===== config.mk =====
export PLATFORM = sky130hd
export DESIGN_NAME = lsq_issue_ctrl
export DESIGN_NICKNAME = d
export VERILOG_FILES = /design/src/rtl/lsq_ctrl_pkg.sv /design/src/rtl/lsq_ring.sv /design/src/rtl/lsq_xfer_queue.sv /design/src/rtl/lsq_barrier_reg.sv /design/src/rtl/lsq_issue_ctrl.sv
export SDC_FILE = /design/constraint.sdc
export NUM_CORES = 1
export LEC_CHECK = 0
export ABC_CLOCK_PERIOD_IN_PS = 4600
export BUFFER_PORTS_ARGS = -buffer_cell sky130_fd_sc_hd__buf_2
export CORE_ASPECT_RATIO = 1.25
export CORE_UTILIZATION = 30
export DETAILED_ROUTE_END_ITERATION = 10
export GPL_TIMING_DRIVEN = 0
export PLACE_DENSITY_LB_ADDON = 0.15
export SYNTH_ARGS = -nofsm -noshare
export SYNTH_HDL_FRONTEND = slang
export SYNTH_SLANG_ARGS = --single-unit

===== constraint.sdc =====
create_clock -name clk -period 4.6 [get_ports clk]
set_input_delay 0.23 -clock clk [delete_from_list [all_inputs] [get_ports clk]]
set_output_delay 0.23 -clock clk [all_outputs]
set_load 0.005 [all_outputs]

===== src/rtl/lsq_ctrl_pkg.sv =====
package lsq_ctrl_pkg;
  typedef enum logic [1:0] {
    ACC_LOAD  = 2'd0,
    ACC_STORE = 2'd1,
    ACC_OTHER = 2'd2,
    ACC_NOP   = 2'd3
  } acc_kind_e;

  typedef enum logic {
    PORT_RUN  = 1'b0,
    PORT_WAIT = 1'b1
  } port_state_e;
endpackage


===== src/rtl/lsq_ring.sv =====
module lsq_ring #(
  parameter int W     = 8,
  parameter int DEPTH = 4
)(
  input  logic         clk,
  input  logic         rst_n,
  input  logic         push,
  input  logic [W-1:0] din,
  input  logic         pop,
  output logic [W-1:0] dout,
  output logic         empty,
  output logic         full
);
  localparam int PW = (DEPTH > 1) ? $clog2(DEPTH) : 1;
  localparam int CW = $clog2(DEPTH + 1);

  logic [W-1:0]  slot_q [DEPTH];
  logic [PW-1:0] wr_q, rd_q;
  logic [CW-1:0] cnt_q;

  function automatic logic [PW-1:0] step(input logic [PW-1:0] p);
    return (p == PW'(DEPTH - 1)) ? '0 : p + 1'b1;
  endfunction

  always_ff @(posedge clk) begin
    if (!rst_n) begin
      wr_q  <= '0;
      rd_q  <= '0;
      cnt_q <= '0;
    end else begin
      if (push) wr_q <= step(wr_q);
      if (pop)  rd_q <= step(rd_q);
      cnt_q <= cnt_q + CW'(push) - CW'(pop);
    end
  end

  always_ff @(posedge clk) begin
    if (push) slot_q[wr_q] <= din;
  end

  assign dout  = slot_q[rd_q];
  assign empty = (cnt_q == '0);
  assign full  = (cnt_q == CW'(DEPTH));
endmodule


===== src/rtl/lsq_xfer_queue.sv =====
module lsq_xfer_queue #(
  parameter int SEQ_W = 8,
  parameter int DEPTH = 4,
  parameter int TAG_W = 2
)(
  input  logic             clk,
  input  logic             rst_n,
  input  logic             push,
  input  logic [SEQ_W-1:0] push_seq,
  input  logic [1:0]       push_kind,
  input  logic             push_done,
  input  logic             push_counted,
  output logic [TAG_W-1:0] alloc_tag,
  input  logic             mark,
  input  logic [TAG_W-1:0] mark_tag,
  output logic             mark_counted,
  input  logic             pop,
  output logic [SEQ_W-1:0] head_seq,
  output logic [1:0]       head_kind,
  output logic             head_done,
  output logic             empty,
  output logic             full
);
  localparam int CW = $clog2(DEPTH + 1);

  logic [SEQ_W-1:0] seq_q   [DEPTH];
  logic [1:0]       kind_q  [DEPTH];
  logic [DEPTH-1:0] done_q;
  logic [DEPTH-1:0] cnted_q;
  logic [TAG_W-1:0] wr_q, rd_q;
  logic [CW-1:0]    cnt_q;

  function automatic logic [TAG_W-1:0] step(input logic [TAG_W-1:0] p);
    return (p == TAG_W'(DEPTH - 1)) ? '0 : p + 1'b1;
  endfunction

  always_ff @(posedge clk) begin
    if (!rst_n) begin
      wr_q    <= '0;
      rd_q    <= '0;
      cnt_q   <= '0;
      done_q  <= '0;
      cnted_q <= '0;
    end else begin
      if (push) begin
        done_q[wr_q]  <= push_done;
        cnted_q[wr_q] <= push_counted;
        wr_q          <= step(wr_q);
      end
      if (mark) done_q[mark_tag] <= 1'b1;
      if (pop)  rd_q <= step(rd_q);
      cnt_q <= cnt_q + CW'(push) - CW'(pop);
    end
  end

  always_ff @(posedge clk) begin
    if (push) begin
      seq_q[wr_q]  <= push_seq;
      kind_q[wr_q] <= push_kind;
    end
  end

  assign alloc_tag    = wr_q;
  assign mark_counted = cnted_q[mark_tag];
  assign head_seq     = seq_q[rd_q];
  assign head_kind    = kind_q[rd_q];
  assign head_done    = done_q[rd_q];
  assign empty        = (cnt_q == '0);
  assign full         = (cnt_q == CW'(DEPTH));
endmodule


===== src/rtl/lsq_barrier_reg.sv =====
module lsq_barrier_reg #(
  parameter int SEQ_W = 8
)(
  input  logic             clk,
  input  logic             rst_n,
  input  logic             set,
  input  logic [SEQ_W-1:0] set_seq,
  input  logic             done,
  input  logic [SEQ_W-1:0] done_seq,
  output logic [SEQ_W-1:0] last
);
  always_ff @(posedge clk) begin
    if (!rst_n)                        last <= '0;
    else if (set)                      last <= set_seq;
    else if (done && done_seq == last) last <= '0;
  end
endmodule


===== src/rtl/lsq_issue_ctrl.sv =====
module lsq_issue_ctrl
  import lsq_ctrl_pkg::*;
#(
  parameter int SEQ_W        = 8,
  parameter int STREAM_W     = 4,
  parameter int IQ_DEPTH     = 4,
  parameter int XQ_DEPTH     = 4,
  parameter int MAX_INFLIGHT = 2,
  localparam int TAG_W = (XQ_DEPTH > 1) ? $clog2(XQ_DEPTH) : 1
)(
  input  logic                clk,
  input  logic                rst_n,
  input  logic                req_valid,
  output logic                req_ready,
  input  logic [1:0]          req_kind,
  input  logic [SEQ_W-1:0]    req_seq,
  input  logic [STREAM_W-1:0] req_stream,
  input  logic [SEQ_W-1:0]    head_seq,
  input  logic [STREAM_W-1:0] cur_stream,
  output logic                mem_valid,
  input  logic                mem_ready,
  output logic [1:0]          mem_kind,
  output logic [SEQ_W-1:0]    mem_seq,
  output logic [TAG_W-1:0]    mem_tag,
  input  logic                mem_retry,
  input  logic                resp_valid,
  input  logic [TAG_W-1:0]    resp_tag,
  output logic                cmt_valid,
  input  logic                cmt_pop,
  output logic [1:0]          cmt_kind,
  output logic [SEQ_W-1:0]    cmt_seq,
  output logic                cmt_to_sb,
  input  logic                barrier_set,
  input  logic [SEQ_W-1:0]    barrier_set_seq,
  input  logic                barrier_done,
  input  logic [SEQ_W-1:0]    barrier_done_seq,
  output logic [SEQ_W-1:0]    last_barrier,
  output logic                retry_pending
);
  localparam int IE_W  = 2 + STREAM_W + SEQ_W;
  localparam int CNT_W = $clog2(MAX_INFLIGHT + 1);

  // issue queue
  logic            iq_empty, iq_full, iq_push, iq_pop;
  logic [IE_W-1:0] iq_head;

  assign req_ready = !iq_full;
  assign iq_push   = req_valid && !iq_full;

  lsq_ring #(.W(IE_W), .DEPTH(IQ_DEPTH)) u_iq (
    .clk(clk), .rst_n(rst_n),
    .push(iq_push), .din({req_kind, req_stream, req_seq}),
    .pop(iq_pop), .dout(iq_head), .empty(iq_empty), .full(iq_full)
  );

  acc_kind_e           h_kind;
  logic [STREAM_W-1:0] h_stream;
  logic [SEQ_W-1:0]    h_seq;
  assign h_kind   = acc_kind_e'(iq_head[IE_W-1 -: 2]);
  assign h_stream = iq_head[SEQ_W +: STREAM_W];
  assign h_seq    = iq_head[SEQ_W-1:0];

  // port state and in-flight accounting
  port_state_e      state_q;
  logic [CNT_W-1:0] inflight_q;
  logic             xq_full, xq_empty, xq_head_done, resp_counted;
  logic [1:0]       xq_head_kind;
  logic             nonspec, limit_ok, want_mem, pass_kind;
  logic             mem_accept, pass_now, advance, inc, dec;

  assign nonspec  = (h_seq == head_seq) && (h_stream == cur_stream);
  assign limit_ok = inflight_q < CNT_W'(MAX_INFLIGHT);

  always_comb begin
    want_mem  = 1'b0;
    pass_kind = 1'b0;
    unique case (h_kind)
      ACC_LOAD:  want_mem  = 1'b1;
      ACC_OTHER: want_mem  = nonspec && limit_ok;
      default:   pass_kind = 1'b1;
    endcase
  end

  assign mem_valid  = !iq_empty && !xq_full && (state_q == PORT_RUN) && want_mem;
  assign mem_accept = mem_valid && mem_ready;
  assign pass_now   = !iq_empty && !xq_full && (state_q == PORT_RUN) && pass_kind;
  assign advance    = mem_accept || pass_now;
  assign iq_pop     = advance;
  assign mem_kind   = h_kind;
  assign mem_seq    = h_seq;

  assign inc = mem_accept && (h_kind == ACC_OTHER);
  assign dec = resp_valid && resp_counted;

  always_ff @(posedge clk) begin
    if (!rst_n) begin
      state_q    <= PORT_RUN;
      inflight_q <= '0;
    end else begin
      unique case (state_q)
        PORT_RUN:  if (mem_valid && !mem_ready) state_q <= PORT_WAIT;
        PORT_WAIT: if (mem_retry)               state_q <= PORT_RUN;
        default:                                state_q <= PORT_RUN;
      endcase
      inflight_q <= inflight_q + CNT_W'(inc) - CNT_W'(dec);
    end
  end

  assign retry_pending = (state_q == PORT_WAIT);

  // transfer queue
  lsq_xfer_queue #(.SEQ_W(SEQ_W), .DEPTH(XQ_DEPTH), .TAG_W(TAG_W)) u_xq (
    .clk(clk), .rst_n(rst_n),
    .push(advance), .push_seq(h_seq), .push_kind(h_kind),
    .push_done(pass_kind), .push_counted(h_kind == ACC_OTHER),
    .alloc_tag(mem_tag),
    .mark(resp_valid), .mark_tag(resp_tag), .mark_counted(resp_counted),
    .pop(cmt_pop && cmt_valid),
    .head_seq(cmt_seq), .head_kind(xq_head_kind), .head_done(xq_head_done),
    .empty(xq_empty), .full(xq_full)
  );

  assign cmt_valid = !xq_empty && xq_head_done;
  assign cmt_kind  = xq_head_kind;
  assign cmt_to_sb = (xq_head_kind == ACC_STORE);

  lsq_barrier_reg #(.SEQ_W(SEQ_W)) u_bar (
    .clk(clk), .rst_n(rst_n),
    .set(barrier_set), .set_seq(barrier_set_seq),
    .done(barrier_done), .done_seq(barrier_done_seq),
    .last(last_barrier)
  );
endmodule


* Word level (Yosys, flattened, before mapping) *
Memories as Yosys holds them, arrays and structs flattened. A register that Yosys moved wholly into a read port is not among the register bits.
Cells that the tools add are included.

cells by class
  $add $sub $neg = 10
  $lt $le $gt $ge = 6
  equality and inequality tests = 11
  mux-type cells = 34
  bitwise gates (word level) = 2
  reductions and logical operators = 27

operator list
  operator                                                                              number
  2-bit two-way mux                                                                     10
  8-bit == test                                                                         2
  1-bit logical AND                                                                     16
  8-bit two-way mux                                                                     2
  4-bit two-way mux                                                                     3
  1-bit two-way mux                                                                     11
  2-bit == test (second input constant)                                                 5
  2-bit by 3-bit < comparator with 1-bit output (second input constant)                 3
  2-bit by 1-bit adder with 2-bit output (second input constant)                        4
  4-bit bitwise mux                                                                     2
  3-bit by 1-bit adder with 3-bit output                                                2
  3-bit == test (second input constant)                                                 2
  3-bit zero test                                                                       2
  3-bit by 1-bit subtractor with 3-bit output                                           2
  1-bit zero test                                                                       5
  1-bit binary-select mux with 2-bit select                                             2
  1-bit demux with 2-bit select                                                         2
  4-bit == test                                                                         1
  2-bit by 1-bit greater-or-equal comparator with 1-bit output (second input constant)  2
  4-bit bitwise OR                                                                      1
  1-bit one-hot mux with 2 select lines                                                 2
  2-bit by 1-bit adder with 2-bit output                                                1
  2-bit by 1-bit == test with 1-bit output (second input constant)                      1
  2-bit zero test                                                                       1
  6 further kinds                                                                       6

word-level totals
  flip-flop bits (word level) = 33
  bits in writable memories = 96
  input bits = 53
  output and inout bits = 35
  logic and storage cells = 104
  memories kept = 3

memory list
  memory       words  width  rd ports  clocked after memory_dff  write ports  RTL line              text
  u_iq.slot_q  4      14     1         1                         1            lsq_ring.sv:17        logic [W-1:0] slot_q [DEPTH];
  u_xq.seq_q   4      8      1         1                         1            lsq_xfer_queue.sv:26  logic [SEQ_W-1:0] seq_q [DEPTH];
  u_xq.kind_q  4      2      1         1                         1            lsq_xfer_queue.sv:27  logic [1:0] kind_q [DEPTH];

* Longest topological paths before layout *
  depth after elaboration = 11
  depth in mapped cells = 16
  gate-level depth less buffers = 12

* Modules after synthesis *
From an unflattened synthesis, not the netlist that was laid out.

unflattened totals
  cells, all modules = 346
  area, all modules = 5550.3 um^2

by module, submodules not included
  module           times used  cells an instance  area an instance (um^2)  sequential area each (um^2)
  lsq_ring         1           117                2506.2                   1861.8
  lsq_xfer_queue   1           136                2301.0                   1541.5
  lsq_barrier_reg  1           48                 382.9                    160.2
  lsq_issue_ctrl   1           45                 360.3                    60.1

* Worst setup path before layout *
No wires, ideal clock.

  path type = register -> register
  from = register (tool-made name)
  to = register u_iq.cnt_q[2]
  library setup time = 0.115 ns
  arrival time = 3.553 ns
  required time = 4.485 ns
  setup slack = 0.932 ns
  stages on the path, launching flop included = 16
  period minus slack after synthesis = 3.668 ns
  cell sequence = dfxtp_1 clkbuf_1 mux4_2 xnor2_1 nand3_1 or4_4 buf_6 a21oi_4 buf_4 ha_1 inv_1 ha_1 fa_1 xor2_1 xnor2_1 and2_1

RTL lines
  what                  RTL line        text
  to (signal assigned)  lsq_ring.sv:33  cnt_q <= cnt_q + CW'(push) - CW'(pop);
  to (decl)             lsq_ring.sv:19  logic [CW-1:0] cnt_q;

==> reports/results.ini <==
[run_status]
status = finished, violations left
violations = DRC

[critical_path]
start_kind = register
path_cells = clkbuf_2 > mux4_2 > xnor2_1 > nand3_1 > or4_4 > buf_6 > a21oi_4 > buf_4 > ha_1 > inv_1 > ha_1 > fa_1 > xor2_1 > xnor2_1 > and2_1
r2r_slack_ps = 470
cp.required_ps = 4900
ff2ff_path_depth = 15
slowest_delay_ps = 540
crit_path_top_delay_cell = or4_4
critPathKind = register to register
crit_arrival_ps = 4440
crit_fanout = 11
regToRegEndpoint = u_iq.cnt_q[2]
cp-end-kind = register

[sta]
finalSetupViolCount = 0
rsz0062_at_grt = false
max_freq_mhz = 241.9
setup_tns_ps = 0
slew-limit-headroom_pct = 38.83
fin_crit_ps = 4135
hold_viol = 0
tightestPinTransition_ps = 917.5
slew_viol_final = 0
skew_ps = 8.975
finalCritPeriodShare_pct = 89.89

[route]
num_vias = 3318
wirelength_um = 11940
drt_iter0_markers = 167
first_pass_iters = 7
wl_per_cell_um = 16.84
ant_nets = 0
drc = 6
via_per_inst = 4.680

[finish]
layout_common_cells = 96 x edfxtp_1, 86 x buf_2, 37 x dfxtp_1
layout-drive-gt1-share_pct = 30.15
layout.nets = 539
postLayoutCellArea_um2 = 6983
diodes = 0
fin_cells = 709
area.growth.synth_to_final_pct = 23.20
final_common_cell = edfxtp_1

[yosys]
yosysUniqueCellTypes = 44
syn_inst = 364
syn-mean-instance-area_um2 = 15.57
syn-cell-area_um2 = 5668
synth_edf_count = 96
synth-async-reset-ratio_pct = 0
ys_seq_elements = 133
ys_warn_count = 0
ys_seq_area_share_pct = 63.93
ys.flop_type = edfxtp_1
syn-num-nets = 435

[hold_path]
min-delay-start = req_stream[3]
holdPathStages = 1
hold_end = u_iq.slot_q[1][11]
hold_path_class = primary input to register

[floorplanning]
ios = 88
dieArea_um2 = 19450
die_y_um = 155.7
core-area_um2 = 18310
dieWidth_um = 124.9
initial_core_util_pct = 30.96
rows = 55

[cts]
cts_max_path_buffers = 2
clock-root-buffer = clkbuf_16
cts_resized = 0
h-tree-depth = 4
cts_sinks = 133
clk_latency_ps = 420
cts_hold_buf = 0
clk_pin_slew_ps = 60
cts_tree = built
cts_made_buffers = 17
cts_setup_buffers = 0

[pwr]
max-vdd-ir-drop_mv = 0.2816
power.density_nw_per_um2 = 579.3
p_leak_nw = 2.593

[placed_design]
io_buffers = 85
place_area_um2 = 6379
dp_cells = 677
hpwl_um = 8433
place_congestion = 0.7643

[grt]
antenna_found_initial = 0
overflow = 0
grt_pass1_vias = 3416
grt_max_degree = 17
grt_pass1_wl_um = 18620
grtUsageTotal_pct = 13.14

[job]
maxCapViolations = 0

==> worst max-delay path, delay by kind of cell, from the launching register on <==
| kind | cells | cell delay [ps] |
|---|---|---|
| AND/OR/NAND/NOR | 3 | 880 |
| flip-flops | 1 | 470 |
| buffers and inverters | 4 | 790 |
| adder cells (fa/ha/maj) | 3 | 720 |
| multiplexers | 1 | 360 |
| XOR/XNOR | 3 | 570 |
| AO/OA/AOI/OAI | 1 | 210 |
==> through the flow <==
step / utilization, % / worst slack, ps / hold slack [ps] / power (mW)
floorplan: - / 932.5 / 328.9 / 2.333
detailed placement: 34.85 / 91.55 / 450.0 / 2.729
finish: 38.15 / 465.3 / 28.02 / 4.045
global route: 38.15 / 258.6 / 8.510 / 4.283
global placement: 34.85 / 117.2 / 440.2 / 2.704
CTS: 38.14 / 87.57 / 5.117 / 4.114
==> cells by family (layout without fill, tap and decap cells) <==
logic type	count (synthesis)	in the layout	share of synthesized area, %
AO/OA/AOI/OAI	33	33	4.172
XOR/XNOR	25	25	4.128
adder cells (fa/ha/maj)	18	18	4.238
buffers and inverters	37	154	3.091
flip-flops	133	133	63.93
multiplexers	34	34	12.01
AND/OR/NAND/NOR	84	84	8.433
==> per-layer routing <==
layer  global-route usage (%)  part of all wire (%)  up-vias
met3                    3.807                   3.7       14
met1                    14.29                    40     1652
met5                        0                     0        -
met2                    23.81                    54       62
li1                         -                     -     1590
met4                    5.749                   1.6        0
==> where the power goes <==
part	internal (mW)	switching (mW)	leakage (nW)
Clock	0.857	0.515	0.285
Sequential	1.53	0.0703	1.18
Combinational	0.478	0.598	1.13
Total	2.86	1.18	2.59
==> cell type report <==
class | instances | area, µm²
multi-input cells | 194 | 1869
fillers | 1770 | 11320
well taps | 228 | 285.3
inverters | 23 | 86.33
plain buffers | 14 | 90.09
repair buffers | 85 | 425.4
flip-flops and latches | 133 | 3623
clock buffers | 18 | 429.2
clock inverters | 14 | 173.9
==> sequential cells by signal (all words and copies together) (netlist names), 3 cells and up, named ones only <==
register and count:
u_bar.last 8, u_xq.cnted_q 4, u_xq.seq_q 32, u_iq.slot_q 56
u_xq.done_q 4, u_iq.cnt_q 3, u_xq.cnt_q 3, u_xq.kind_q 8
==> worst max-delay path by stage <==
stage / startpoint / end / slack (ps) / cells after the start
3_3_place_gp: register / u_iq.cnt_q[2] / 120 / 15
6_report: register / u_iq.cnt_q[2] / 470 / 15
2_1_floorplan: register / u_iq.cnt_q[2] / 930 / 15
5_1_grt: register / u_iq.cnt_q[2] / 260 / 15
4_1_cts: register / u_iq.cnt_q[2] / 90 / 15
3_5_place_dp: register / u_iq.cnt_q[2] / 90 / 15
==> Yosys cell counts, drive strengths merged (7+ instances only) <==
master / number / area share (%)
nand4: 7 / 0.77
edfxtp: 96 / 51
xnor2: 20 / 3.4
and2: 13 / 1.4
inv: 23 / 1.5
ha: 16 / 3.5
a22oi: 8 / 1.1
mux2i: 8 / 1.4
a21oi: 7 / 0.82
dfxtp: 37 / 13
nor2b: 12 / 1.3
nand3: 10 / 0.88
nor2: 7 / 0.46
nand2: 12 / 0.79
mux4: 25 / 10
clkbuf: 7 / 0.46
buf: 7 / 1.1
(Power assumes the default switching activity.)
